<file path="config.mk">
export PLATFORM = sky130hd
export DESIGN_NAME = gpio_mux_port
export DESIGN_NICKNAME = d
export VERILOG_FILES = /design/src/rtl/gpio_mux_pkg.sv /design/src/rtl/gpio_sync.sv /design/src/rtl/gpio_odport.sv /design/src/rtl/gpio_dport.sv /design/src/rtl/gpio_mux_port.sv
export SDC_FILE = /design/constraint.sdc
export NUM_CORES = 1
export LEC_CHECK = 0
export BUFFER_PORTS_ARGS = -buffer_cell sky130_fd_sc_hd__buf_2
export CAP_MARGIN = 25
export CORE_UTILIZATION = 27
export DETAILED_ROUTE_END_ITERATION = 10
export MAX_ROUTING_LAYER = met4
export PLACE_DENSITY_LB_ADDON = 0.08
export SYNTH_ARGS = -nofsm -noshare
export SYNTH_HDL_FRONTEND = slang
export SYNTH_SLANG_ARGS = --single-unit
</file>
<file path="constraint.sdc">
create_clock -name clk -period 3.2 [get_ports clk]
set_clock_uncertainty 0.15 [all_clocks]
set_input_delay 0.16 -clock clk [delete_from_list [all_inputs] [get_ports clk]]
set_output_delay 0.16 -clock clk [all_outputs]
set_load 0.1 [all_outputs]
</file>
<file path="src/rtl/gpio_mux_pkg.sv">
`timescale 1ns/1ps
package gpio_mux_pkg;
    typedef enum logic [1:0] {
        MODE_INT_PLAIN = 2'b00,
        MODE_INT_PROT  = 2'b01,
        MODE_EXT_MCU   = 2'b10,
        MODE_EXT_PROC  = 2'b11
    } bus_mode_e;
endpackage

</file>
<file path="src/rtl/gpio_sync.sv">
`timescale 1ns/1ps
module gpio_sync #(
    parameter int W = 8
) (
    input  logic         clk,
    input  logic         rst_n,
    input  logic [W-1:0] d,
    output logic [W-1:0] q
);
    logic [W-1:0] meta_q;

    always_ff @(posedge clk or negedge rst_n) begin
        if (!rst_n) begin
            meta_q <= '0;
            q      <= '0;
        end else begin
            meta_q <= d;
            q      <= meta_q;
        end
    end
endmodule

</file>
<file path="src/rtl/gpio_odport.sv">
`timescale 1ns/1ps
module gpio_odport #(
    parameter int             W       = 6,
    parameter logic [W-1:0]   OD_MASK = 6'b001100
) (
    input  logic         clk,
    input  logic         rst_n,
    input  logic         wr_data,
    input  logic [W-1:0] wdata,
    input  logic [W-1:0] pad_in,
    input  logic [W-1:0] alt_en,
    input  logic [W-1:0] alt_out,
    output logic [W-1:0] pad_oe,
    output logic [W-1:0] pad_out,
    output logic [W-1:0] sync_q
);
    logic [W-1:0] latch_q;

    always_ff @(posedge clk or negedge rst_n) begin
        if (!rst_n)       latch_q <= OD_MASK;
        else if (wr_data) latch_q <= wdata;
    end

    always_comb begin
        for (int i = 0; i < W; i++) begin
            if (OD_MASK[i]) begin
                pad_out[i] = 1'b0;
                pad_oe[i]  = alt_en[i] ? ~alt_out[i] : ~latch_q[i];
            end else begin
                pad_oe[i]  = alt_en[i];
                pad_out[i] = alt_en[i] & alt_out[i];
            end
        end
    end

    gpio_sync #(.W(W)) sync_i (.clk(clk), .rst_n(rst_n), .d(pad_in), .q(sync_q));
endmodule

</file>
<file path="src/rtl/gpio_dport.sv">
`timescale 1ns/1ps
module gpio_dport #(
    parameter int W = 8
) (
    input  logic         clk,
    input  logic         rst_n,
    input  logic         wr_data,
    input  logic         wr_dir,
    input  logic [W-1:0] wdata,
    input  logic [W-1:0] pad_in,
    input  logic [W-1:0] alt_en,
    input  logic [W-1:0] alt_out,
    input  logic         bus_sel,
    input  logic [W-1:0] bus_oe,
    input  logic [W-1:0] bus_out,
    output logic [W-1:0] pad_oe,
    output logic [W-1:0] pad_out,
    output logic [W-1:0] sync_q,
    output logic [W-1:0] dir_q
);
    logic [W-1:0] latch_q;

    always_ff @(posedge clk or negedge rst_n) begin
        if (!rst_n) begin
            latch_q <= '0;
            dir_q   <= '1;
        end else begin
            if (wr_data) latch_q <= wdata;
            if (wr_dir)  dir_q   <= wdata;
        end
    end

    always_comb begin
        for (int i = 0; i < W; i++) begin
            if (bus_sel) begin
                pad_oe[i]  = bus_oe[i];
                pad_out[i] = bus_out[i];
            end else if (alt_en[i]) begin
                pad_oe[i]  = 1'b1;
                pad_out[i] = alt_out[i];
            end else begin
                pad_oe[i]  = ~dir_q[i];
                pad_out[i] = latch_q[i];
            end
        end
    end

    gpio_sync #(.W(W)) sync_i (.clk(clk), .rst_n(rst_n), .d(pad_in), .q(sync_q));
endmodule

</file>
<file path="src/rtl/gpio_mux_port.sv">
`timescale 1ns/1ps
module gpio_mux_port
    import gpio_mux_pkg::*;
#(
    parameter int              PA_W       = 6,
    parameter logic [PA_W-1:0] PA_OD_MASK = 6'b001100,
    parameter int              PORT_W     = 8,
    parameter int              NUM_DPORTS = 4,
    parameter int              BUS_LO     = 1,
    parameter int              BUS_HI     = 3,
    localparam int             NUM_BUS    = BUS_HI - BUS_LO + 1,
    localparam int             ADDR_W     = $clog2(2 * NUM_DPORTS + 1),
    localparam int             PX_W       = NUM_DPORTS * PORT_W
) (
    input  logic                      clk,
    input  logic                      rst_n,
    input  logic                      wr_en,
    input  logic [ADDR_W-1:0]         addr,
    input  logic [PORT_W-1:0]         wdata,
    output logic [PORT_W-1:0]         rdata,
    input  logic [1:0]                bus_mode,
    input  logic [PA_W-1:0]           pa_pad_in,
    output logic [PA_W-1:0]           pa_pad_oe,
    output logic [PA_W-1:0]           pa_pad_out,
    input  logic [PA_W-1:0]           pa_alt_en,
    input  logic [PA_W-1:0]           pa_alt_out,
    output logic [PA_W-1:0]           pa_sync,
    input  logic [PX_W-1:0]           px_pad_in,
    output logic [PX_W-1:0]           px_pad_oe,
    output logic [PX_W-1:0]           px_pad_out,
    input  logic [PX_W-1:0]           px_alt_en,
    input  logic [PX_W-1:0]           px_alt_out,
    output logic [PX_W-1:0]           px_sync,
    input  logic [NUM_BUS*PORT_W-1:0] bus_oe,
    input  logic [NUM_BUS*PORT_W-1:0] bus_out
);
    bus_mode_e mode;
    logic      ext_bus;
    logic [PX_W-1:0] dir_all;

    always_comb begin
        mode = bus_mode_e'(bus_mode);
        unique case (mode)
            MODE_INT_PLAIN, MODE_INT_PROT: ext_bus = 1'b0;
            MODE_EXT_MCU,   MODE_EXT_PROC: ext_bus = 1'b1;
        endcase
    end

    gpio_odport #(.W(PA_W), .OD_MASK(PA_OD_MASK)) pa_i (
        .clk(clk), .rst_n(rst_n),
        .wr_data(wr_en && addr == '0),
        .wdata(wdata[PA_W-1:0]),
        .pad_in(pa_pad_in), .alt_en(pa_alt_en), .alt_out(pa_alt_out),
        .pad_oe(pa_pad_oe), .pad_out(pa_pad_out), .sync_q(pa_sync)
    );

    for (genvar k = 0; k < NUM_DPORTS; k++) begin : g_dport
        logic              in_bus;
        logic [PORT_W-1:0] b_oe, b_out;
        if (k >= BUS_LO && k <= BUS_HI) begin : g_bus
            assign in_bus = ext_bus;
            assign b_oe   = bus_oe[(k-BUS_LO)*PORT_W +: PORT_W];
            assign b_out  = bus_out[(k-BUS_LO)*PORT_W +: PORT_W];
        end else begin : g_gpio
            assign in_bus = 1'b0;
            assign b_oe   = '0;
            assign b_out  = '0;
        end
        gpio_dport #(.W(PORT_W)) port_i (
            .clk(clk), .rst_n(rst_n),
            .wr_data(wr_en && addr == ADDR_W'(k + 1)),
            .wr_dir(wr_en && addr == ADDR_W'(NUM_DPORTS + 1 + k)),
            .wdata(wdata),
            .pad_in(px_pad_in[k*PORT_W +: PORT_W]),
            .alt_en(px_alt_en[k*PORT_W +: PORT_W]),
            .alt_out(px_alt_out[k*PORT_W +: PORT_W]),
            .bus_sel(in_bus), .bus_oe(b_oe), .bus_out(b_out),
            .pad_oe(px_pad_oe[k*PORT_W +: PORT_W]),
            .pad_out(px_pad_out[k*PORT_W +: PORT_W]),
            .sync_q(px_sync[k*PORT_W +: PORT_W]),
            .dir_q(dir_all[k*PORT_W +: PORT_W])
        );
    end

    always_comb begin
        rdata = '0;
        if (addr == '0) rdata = PORT_W'(pa_sync);
        for (int k = 0; k < NUM_DPORTS; k++) begin
            if (addr == ADDR_W'(k + 1))              rdata = px_sync[k*PORT_W +: PORT_W];
            if (addr == ADDR_W'(NUM_DPORTS + 1 + k)) rdata = dir_all[k*PORT_W +: PORT_W];
        end
    end
endmodule

</file>
* Word level (Yosys, flattened, before mapping) *
Cells that the tools add are included.

storage, ports and cells
  word-level logic and storage cells = 207
  register bits = 144
  output and inout port bits = 122
  input bits = 179

operators by class
  reduce and logical (&&, ||, !) cells = 13
  mux-type cells = 124
  bitwise operators = 40
  eq/ne operators = 11

operator list
  operator            number
  $mux 1              114
  $mux 8              8
  $not 1->1           36
  $eq 4x3->1 const B  4
  $logic_and 1x1->1   9
  $eq 4x2->1 const B  2
  $mux 6              1
  $and 1x1->1         4
  $eq 2x2->1 const B  2
  $eq 4x1->1 const B  1
  $eq 4x4->1 const B  1
  $logic_not 4->1     1
  $reduce_or 2->1     2
  $eq 2x1->1 const B  1
  $logic_not 2->1     1
  $pmux 1 s2          1

* Longest topological paths before layout *
Gate-level depths: netlist of run 1.

  depth in word-level cells = 10
  gate-level depth with buffers = 6
  mapped depth without buffers = 4

* By module *
A second synthesis of run 1 with hierarchy kept.

unflattened totals
  cell total of the unflattened synthesis = 562
  area, all modules = 6520.0 µm²

modules (own cells, without submodules)
  module                                    instances  sequential area each (µm²)  cells each  area an instance (µm²)
  gpio_dport                                4          410.4                       85          904.6
  gpio_sync (g_dport[0].port_i.sync_i ...)  4          400.4                       16          400.4
  gpio_mux_port                             1          0.0                         129         823.3
  gpio_sync (pa_i.sync_i)                   1          300.3                       12          300.3
  gpio_odport                               1          52.6                        17          176.4

* Worst setup path after synthesis of run 1 *
Ideal clock, no wire load.

  path type = reg2out
  from = register pa_i.sync_i.q[0]
  to = output port rdata[0]
  data arrival time = 3.693 ns
  setup slack = -0.803 ns
  required time = 2.890 ns
  path buffers = 0
  cell stages (with the launch flop) = 5
  cells stage by stage = dfrtp_1 > or3b_2 > a21oi_1 > a31oi_1 > o21ai_0

between the ends
  word-level cells in the longest chain between the ends = 9

RTL lines
  item                    line                 RTL
  from (decl)             gpio_sync.sv:8       output logic [W-1:0] q
  from (signal assigned)  gpio_sync.sv:18      q <= meta_q;
  $mux 6                  gpio_mux_port.sv:87  if (addr == '0) rdata = PORT_W'(pa_sync);
  $mux 8                  gpio_mux_port.sv:89  if (addr == ADDR_W'(k + 1)) rdata = px_sync[k*PORT_W +: PORT_W];
  $mux 8                  gpio_mux_port.sv:90  if (addr == ADDR_W'(NUM_DPORTS + 1 + k)) rdata = dir_all[k*PORT_W +: PORT_W];
  $mux 8                  gpio_mux_port.sv:89
  $mux 8                  gpio_mux_port.sv:90
  $mux 8                  gpio_mux_port.sv:89
  $mux 8                  gpio_mux_port.sv:90
  $mux 8                  gpio_mux_port.sv:89
  $mux 8                  gpio_mux_port.sv:90
  to (decl)               gpio_mux_port.sv:20  output logic [PORT_W-1:0] rdata,

Every way passes these cells.

* Worst setup path after layout of run 1 *
  from = register g_dport[2].port_i.sync_i.q[6]
  to = output port rdata[6]

between the ends
  word-level cells in the longest chain between the ends = 4

RTL lines
  item                    line
  from (decl)             gpio_sync.sv:8
  from (signal assigned)  gpio_sync.sv:18
  $mux 8                  gpio_mux_port.sv:89
  $mux 8                  gpio_mux_port.sv:90
  $mux 8                  gpio_mux_port.sv:89
  $mux 8                  gpio_mux_port.sv:90

Every way passes these cells.

==> results of run 1 <==
==> path summary, 6_finish.rpt <==
kind                            slack [ns]                                          from                                      endpoint  cells past startpoint
worst max-delay path                  0.72       g_dport[2].port_i.sync_i.q[6]$_DFF_PN0_                                      rdata[6]                      5
worst min-delay path                  0.01                                      wdata[4]      g_dport[3].port_i.latch_q[4]$_DFFE_PN0P_                      2
worst max register to register        2.24        g_dport[1].port_i.dir_q[7]$_DFFE_PN1P_        g_dport[1].port_i.dir_q[7]$_DFFE_PN1P_                      1
worst min register to register        0.19  g_dport[0].port_i.sync_i.meta_q[0]$_DFF_PN0_       g_dport[0].port_i.sync_i.q[0]$_DFF_PN0_                      0
max in group asynchronous             1.82                                         rst_n        g_dport[0].port_i.dir_q[5]$_DFFE_PN1P_                      3
min in group asynchronous             0.20                                         rst_n  g_dport[1].port_i.sync_i.meta_q[1]$_DFF_PN0_                      2
==> logic make-up (layout without fill, tap and decap cells) <==
family                 count (synthesis)  count (layout)
AO/OA/AOI/OAI                        104             104
buffers and inverters                 54             404
flip-flops                           142             142
multiplexers                         111             111
other                                  1               2
AND/OR/NAND/NOR                      114             114
==> critical path: cells and delay by family (launching register included) <==
| family | cells | cell delay [ns] |
|---|---|---|
| and+or+nand+nor | 2 | 0.38 |
| buffers and inverters | 1 | 0.29 |
| muxes | 1 | 0.27 |
| AOI/OAI and AO/OA | 1 | 0.44 |
| DFF | 1 | 0.37 |
==> routing by layer <==
layer / track usage / share of wire
met5: - / 0
met4: 0.0397 / 0.010
met3: 0.0440 / 0.070
met2: 0.275 / 0.47
met1: 0.220 / 0.45
==> flip-flops by register name (all words and copies together) (netlist names) <==
register,count
pa_i.sync_i.q,6
g_dport.port_i.dir_q,32
pa_i.latch_q,2
g_dport.port_i.latch_q,32
g_dport.port_i.sync_i.q,32
g_dport.port_i.sync_i.meta_q,32
pa_i.sync_i.meta_q,6
==> cells in the mapped netlist, types with 2 or more instances <==
cell type,count,area share
dfrtp_1,108,0.43
nor2_2,3,0.0030
a22o_1,7,0.0097
nor2b_1,14,0.014
a31oi_1,5,0.0049
and2_1,4,0.0039
inv_1,22,0.013
mux2_2,77,0.14
or3b_2,5,0.0069
buf_2,5,0.0039
nand3_1,2,0.0016
nor3b_1,23,0.027
mux2i_1,33,0.052
or3_1,5,0.0049
clkbuf_1,19,0.011
nor2_1,7,0.0041
dfstp_2,34,0.14
a22oi_1,7,0.0083
a21oi_1,40,0.032
buf_4,7,0.0083
o21ai_0,39,0.031
nand2b_1,15,0.015
nand3b_1,2,0.0024
nand2_1,28,0.017
==> area by class of cell <==
type | instances | area (um2)
clock buffer | 20 | 447
clock inverter | 12 | 113
fill | 2295 | 13600
inverter | 22 | 82.6
multi-input combinational | 331 | 2530
sequential | 142 | 3600
tap | 313 | 392
timing repair buffer | 350 | 2090
==> metrics by stage <==
stage,area (um2),hold slack (ns),setup WS [ns],instances,util
after detailed placement,8260,0.119,0.866,1115,0.361
after global placement,8260,0.115,0.931,1115,0.361
after global routing,9250,0.000681,0.526,1190,0.405
final,9250,0.0131,0.719,1190,0.405
after CTS,9250,0.00526,0.656,1190,0.405
after floorplan,6360,-0.286,-0.0478,527,-
==> power by group through the flow <==
stage / sequential [W] / clock [W] / combinational, W
global route: 0.00236 / 0.00199 / 0.00197
floorplan: 0.00242 / 0 / 0.00134
detailed placement: 0.00235 / 0 / 0.00185
global placement: 0.00235 / 0 / 0.00183
finish: 0.00232 / 0.00185 / 0.00187
CTS: 0.00232 / 0.00191 / 0.00189
==> results.md, run 1 <==
* Status: finished clean
* Routed vias/inst at 4.42
* Number of global-route vias before repair at 5126
* Total number of vias at 5260
* Power Dens Cells at about 650 nW/um2
* First-pass GRT wire length at around 30 mm
* Most frequent cells in the layout: 291 x buf_2, 108 x dfrtp_1, 77 x mux2_2, 43 x dlygate4sd3_1, 40 x a21oi_1
* Crit path max fanout at 2
* Post-Synth Simple-Gate Area at 0.109
* Max VDD drop at 0.000344 V
* Min-delay worst type: input port to flop
* Die width at 155 um
* CTS sink cnt at around 140
* Layout Nets at around 1000
* Synthesized instance count at 526
* Post-Route WL at 20.2 mm
* XOR/XNOR Fraction of Synth Area at 0
* Post-CTS setup buffers at 0
* CP Data Required Time at 2.89 ns
* Root Driver: clkbuf_16
* Max stage delay on crit path at roughly 0.44 ns
* Sequential group share of total power at 0.384
* Hold_buf cts at 43
* CTS tree: built
* Area Growth Syn to Fin at 45.8%
* IO buf count at 297
* Die area at around 24000 um2
* Pre-Repair DR Iteration Count at 4
* Number of synthesized flops with an enable pin at 0
* Clk_lat worst skew at 0.41 ns
* Max Cap Viol at 0
* Initial antenna violation count at 0
* Grt total ovfl at 0
* Post-route setup TNS at 0 ns
* RSZ-0062 raised after global routing: no
* Yosys warns at 0
* Critical path class: flop to primary output
* PostCTS Resize Cnt at 0
* Clk network pwr share at 0.306
* Critical Path Sink Type: primary output
* I/O pin total at 301
* Leakage at 4.35 nW
* Endpoints failing setup at 0
* Max transition margin at 0.476
* Diode count at 0
* DR iter-0 viols at ~230
* Fraction of registers with async set/reset at 1.00
* Cell Int Power at 0.00372 W
* Seq/Total Area, Yosys at 0.567
* Post-synthesis mux area share at 0.192
* Core area at 22800 um2
* Starting Density at 0.278
* P_sw at 0.00232 W
* Mapped cell area at 6340 um2
* Switching Fraction at 0.383
* CP cell instances: mux2_2 -> a221oi_1 -> nor3b_1 -> or2_2 -> buf_2
* Die H at around 160 um
* Post-DP HPWL at 15.7 mm
* Top_reg_cell synth: dfrtp_1
* Hold Vio Cnt, Final at 0
* Clk buf depth at 2
* H-Tree Depth at 4
* CTS Buf Count at 17
* Routability congestion estimate at 0.799
* Largest net degree at the start of global routing at 85
* Mean Syn Cell Area at 12.1 um2
* Layout cell share with drive strength beyond 1 at 0.531
* Clock-pin transition on the worst setup and hold timing paths at 0.06 ns
* Max-slew violations at 0
* Synth Register Bits at roughly 140
* Total power after layout at 0.00604 W
* Tcrit/Tclk final at 0.775
* Arrival @ worst endpoint at 2.17 ns
* Compound-Gate Fraction of Synth Area at 0.0935
* DRT antenna net count at 0
* Post-Synth Adder-Cell Area at 0
* Worst setup SP type: flop
* Worst-margin pin slew at approximately 0.79 ns
* Comb power frac at 0.310
* DRC Markers at 0
* Routed WL per cell at 17.0 um
* Largest family of logic cells by synthesized area: multiplexers
* GRT Overall Usage at 0.172
* Final Critical Period at 2.48 ns
* FMAX at 403 MHz
* CP max stage cell: a221oi_1
* Most common cell after layout, fill and taps aside: buf_2
* Count of different cell masters after synthesis at 39
* Row count at 55
No activity file was read; power rests on OpenSTA's default activity.
==> inputs of run 2 (changes only) <==
==> constraint.sdc (replaced) <==
create_clock -name clk -period 2.6 [get_ports clk]
set_clock_uncertainty 0.15 [all_clocks]
set_input_delay 0.13 -clock clk [delete_from_list [all_inputs] [get_ports clk]]
set_output_delay 0.13 -clock clk [all_outputs]
set_load 0.1 [all_outputs]
==> run 2 against run 1 <==
Effect of this change:
- cell count rose by 0.17%
- via count fell by 1.8%
- sequential share of layout area fell by 0.76 points
- register-to-register slack got worse by 0.61 ns
- die area did not move
- clock power rose by 38%
- global-route usage barely moved
- clock-buffer cell count rose by 2
- setup slack got worse by 0.47 ns
- sequential power rose by 23%
- first-iteration DRC count fell by 0.88%
- non-clock buffer count rose by 2
- highest routed layer unchanged
==> results.md, run 2 (synthesis results as in run 1) <==
* Root Driver: clkbuf_16 (unchanged)
* Comb power frac at 0.302 (was 0.310)
* Area Growth Syn to Fin at 48.8% (was 45.8%)
* PostCTS Resize Cnt at 0 (unchanged)
* Fillers at 2276 (was 2295)
* Number of global-route vias before repair at 5218 (was 5126)
* Endpoints failing setup at 0 (unchanged)
* Starting Density at 0.278 (unchanged)
* Max stage delay on crit path at 0.39 ns (was 0.44 ns)
* P_sw at 0.00286 W (was 0.00232 W)
* Max Cap Viol at 0 (unchanged)
* Routed vias/inst at 4.33 (was 4.42)
* Critical Path Sink Type: primary output (unchanged)
* Die area at 24100 um2 (unchanged)
* Worst-margin pin slew at 0.565 ns (was 0.786 ns)
* Arrival @ worst endpoint at 2.07 ns (was 2.17 ns)
* Clk_lat worst skew at 0.42 ns (was 0.41 ns)
* Crit path depth at 5 (unchanged)
* Worst setup SP type: flop (unchanged)
* Max VDD drop at 0.000418 V (was 0.000344 V)
* Clock-pin transition on the worst setup and hold timing paths at 0.06 ns (about the same)
* Total power after layout at 0.00775 W (was 0.00604 W)
* DRT antenna net count at 0 (unchanged)
* Worst setup endpoint: rdata[6] (unchanged)
* Core area at 22800 um2 (unchanged)
* Pre-Repair DR Iteration Count at 4 (unchanged)
* Most frequent cells in the layout: 288 x buf_2, 107 x dfrtp_1, 77 x mux2_2, 45 x dlygate4sd3_1, 40 x a21oi_1 (was 291 x buf_2, 108 x dfrtp_1, 77 x mux2_2, 43 x dlygate4sd3_1, 40 x a21oi_1)
* CTS tree: built (unchanged)
* Crit path max-delay family: simple AND/OR/NAND/NOR gates (was compound AO/OA/AOI/OAI gates)
* Max-slew violations at 0 (unchanged)
* Hold WS at 0.0217 ns (was 0.0131 ns)
* Clk network pwr share at 0.329 (was 0.306)
* H-Tree Depth at 4 (unchanged)
* Post-Route WL at 20.1 mm (was 20.2 mm)
* RSZ-0062 raised after global routing: no (unchanged)
* Crit path max fanout at 2 (unchanged)
* Tcrit/Tclk final at 0.905
* DRC Markers at 0 (unchanged)
* Row count at 55 (unchanged)
* Die H at 155 um (unchanged)
* CTS sink cnt at 142 (unchanged)
* FMAX at 425 MHz
* Max transition margin at 0.623 (was 0.476)
* Worst R2R Setup Slack at 1.63 ns (was 2.24 ns)
* Die width at 155 um (unchanged)
* Most common cell after layout, fill and taps aside: buf_2 (unchanged)
* CP cell instances: mux2_2 -> a221oi_1 -> nor3b_1 -> or2_2 -> buf_12 (was mux2_2 -> a221oi_1 -> nor3b_1 -> or2_2 -> buf_2)
* CP Data Required Time at 2.32 ns (was 2.89 ns)
* Largest net degree at the start of global routing at 97 (was 85)
* CP max stage cell: a221oi_1 (unchanged)
* Switching Fraction at 0.369 (was 0.383)
* Clk buf depth at 2 (unchanged)
* Layout cell share with drive strength beyond 1 at 0.534 (was 0.531)
* Min-delay worst type: input port to flop (unchanged)
* Power Dens Cells at 822 nW/um2 (was 653 nW/um2)
* Diode count at 0 (unchanged)
* Routed WL per cell at 16.8 um (was 17.0 um)
* Hold_buf cts at 45 (was 43)
* GRT Overall Usage at 0.172 (about the same)
* IO buf count at 297 (unchanged)
* Layout Nets at 1045 (was 1043)
* DR iter-0 viols at 224 (was 226)
* Cell Int Power at 0.00489 W (was 0.00372 W)
* Total number of vias at 5167 (was 5260)
* CTS Buf Count at 17 (unchanged)
* Post-DP HPWL at 15.6 mm (was 15.7 mm)
* Routability congestion estimate at 0.785 (was 0.799)
* Initial antenna violation count at 0 (unchanged)
* Reg2Reg Launch Point: g_dport[3].port_i.dir_q[7]$_DFFE_PN1P_ (was g_dport[1].port_i.dir_q[7]$_DFFE_PN1P_)
* First-pass GRT wire length at 30.0 mm (was 29.9 mm)
* Critical path class: flop to primary output (unchanged)
* Buf/Inv on CP at 1 (unchanged)
* Reg2reg end: g_dport[3].port_i.dir_q[7]$_DFFE_PN1P_ (was g_dport[1].port_i.dir_q[7]$_DFFE_PN1P_)
* Sequential group share of total power at 0.369 (was 0.384)
* I/O pin total at 301 (unchanged)
* Final Critical Period at about 2.4 ns
* Hold Vio Cnt, Final at 0 (unchanged)
* Worst Setup SP: g_dport[2].port_i.sync_i.q[6]$_DFF_PN0_ (unchanged)
* R2R cell count at 1 (unchanged)
* Post-CTS setup buffers at 0 (unchanged)
* Status: finished clean (unchanged)
* Leakage at 4.42 nW (was 4.35 nW)
* Grt total ovfl at 0 (unchanged)
==> run 2: changes by cell type in the layout (fill, tap and decap cells not counted), sizes merged <==
| cell | previous run | this run |
|---|---|---|
| clkinv | 4 | 1 |
| clkinvlp | 5 | 2 |
| bufinv | 1 | 3 |
| clkbuf | 20 | 22 |
| dlygate4sd3 | 43 | 45 |
| inv | 24 | 26 |
==> run 2: metal layers <==
metal | vias to the layer above | track usage | wire (um)
met4 | 0 | 0.0472 | 225
met5 | - | - | 0
met3 | 14 | 0.0382 | 1140
li1 | 2534 | - | -
met2 | 194 | 0.273 | 9350
met1 | 2425 | 0.221 | 9340
==> run 2: area by class of cell <==
cell class	instances	area, um2	area share
flip-flops and latches	142	3600	0.381
well taps	313	392	0.0415
multi-input cells	331	2570	0.272
clock buffers	22	484	0.0513
repair buffers	352	2160	0.229
clock inverters	10	149	0.0158
inverters	22	82.6	0.00875
==> run 2: worst min path at each step <==
| stage | from | to | depth (start not counted) |
|---|---|---|---|
| global placement | rst_n | g_dport[1].port_i.sync_i.meta_q[1]$_DFF_PN0_ | 1 |
| finish | wdata[2] | pa_i.latch_q[2]$_DFFE_PN1P_ | 2 |
| global route | wdata[3] | pa_i.latch_q[3]$_DFFE_PN1P_ | 2 |
| CTS | wdata[3] | pa_i.latch_q[3]$_DFFE_PN1P_ | 2 |
| floorplan | rst_n | g_dport[0].port_i.latch_q[0]$_DFFE_PN0P_ | 0 |
| detailed placement | rst_n | g_dport[1].port_i.sync_i.meta_q[1]$_DFF_PN0_ | 1 |
==> run 2: stage by stage <==
step           area, um2  cells  setup slack, ns  utilization  TNS (ns)
2_1_floorplan       6400    527           -0.258            -     -3.96
3_3_place_gp        8350   1115            0.539        0.365         0
3_5_place_dp        8350   1115            0.499        0.365         0
4_1_cts             9430   1192            0.194        0.413         0
5_1_grt             9430   1192            0.104        0.413         0
6_report            9430   1192            0.247        0.413         0
==> run 2: power by group through the flow <==
stage / registers, W / clock network, W / logic (W)
5_1_grt: 0.00290 / 0.00273 / 0.00246
4_1_cts: 0.00286 / 0.00262 / 0.00236
2_1_floorplan: 0.00297 / 0 / 0.00167
6_report: 0.00286 / 0.00255 / 0.00234
3_3_place_gp: 0.00289 / 0 / 0.00229
3_5_place_dp: 0.00290 / 0 / 0.00231
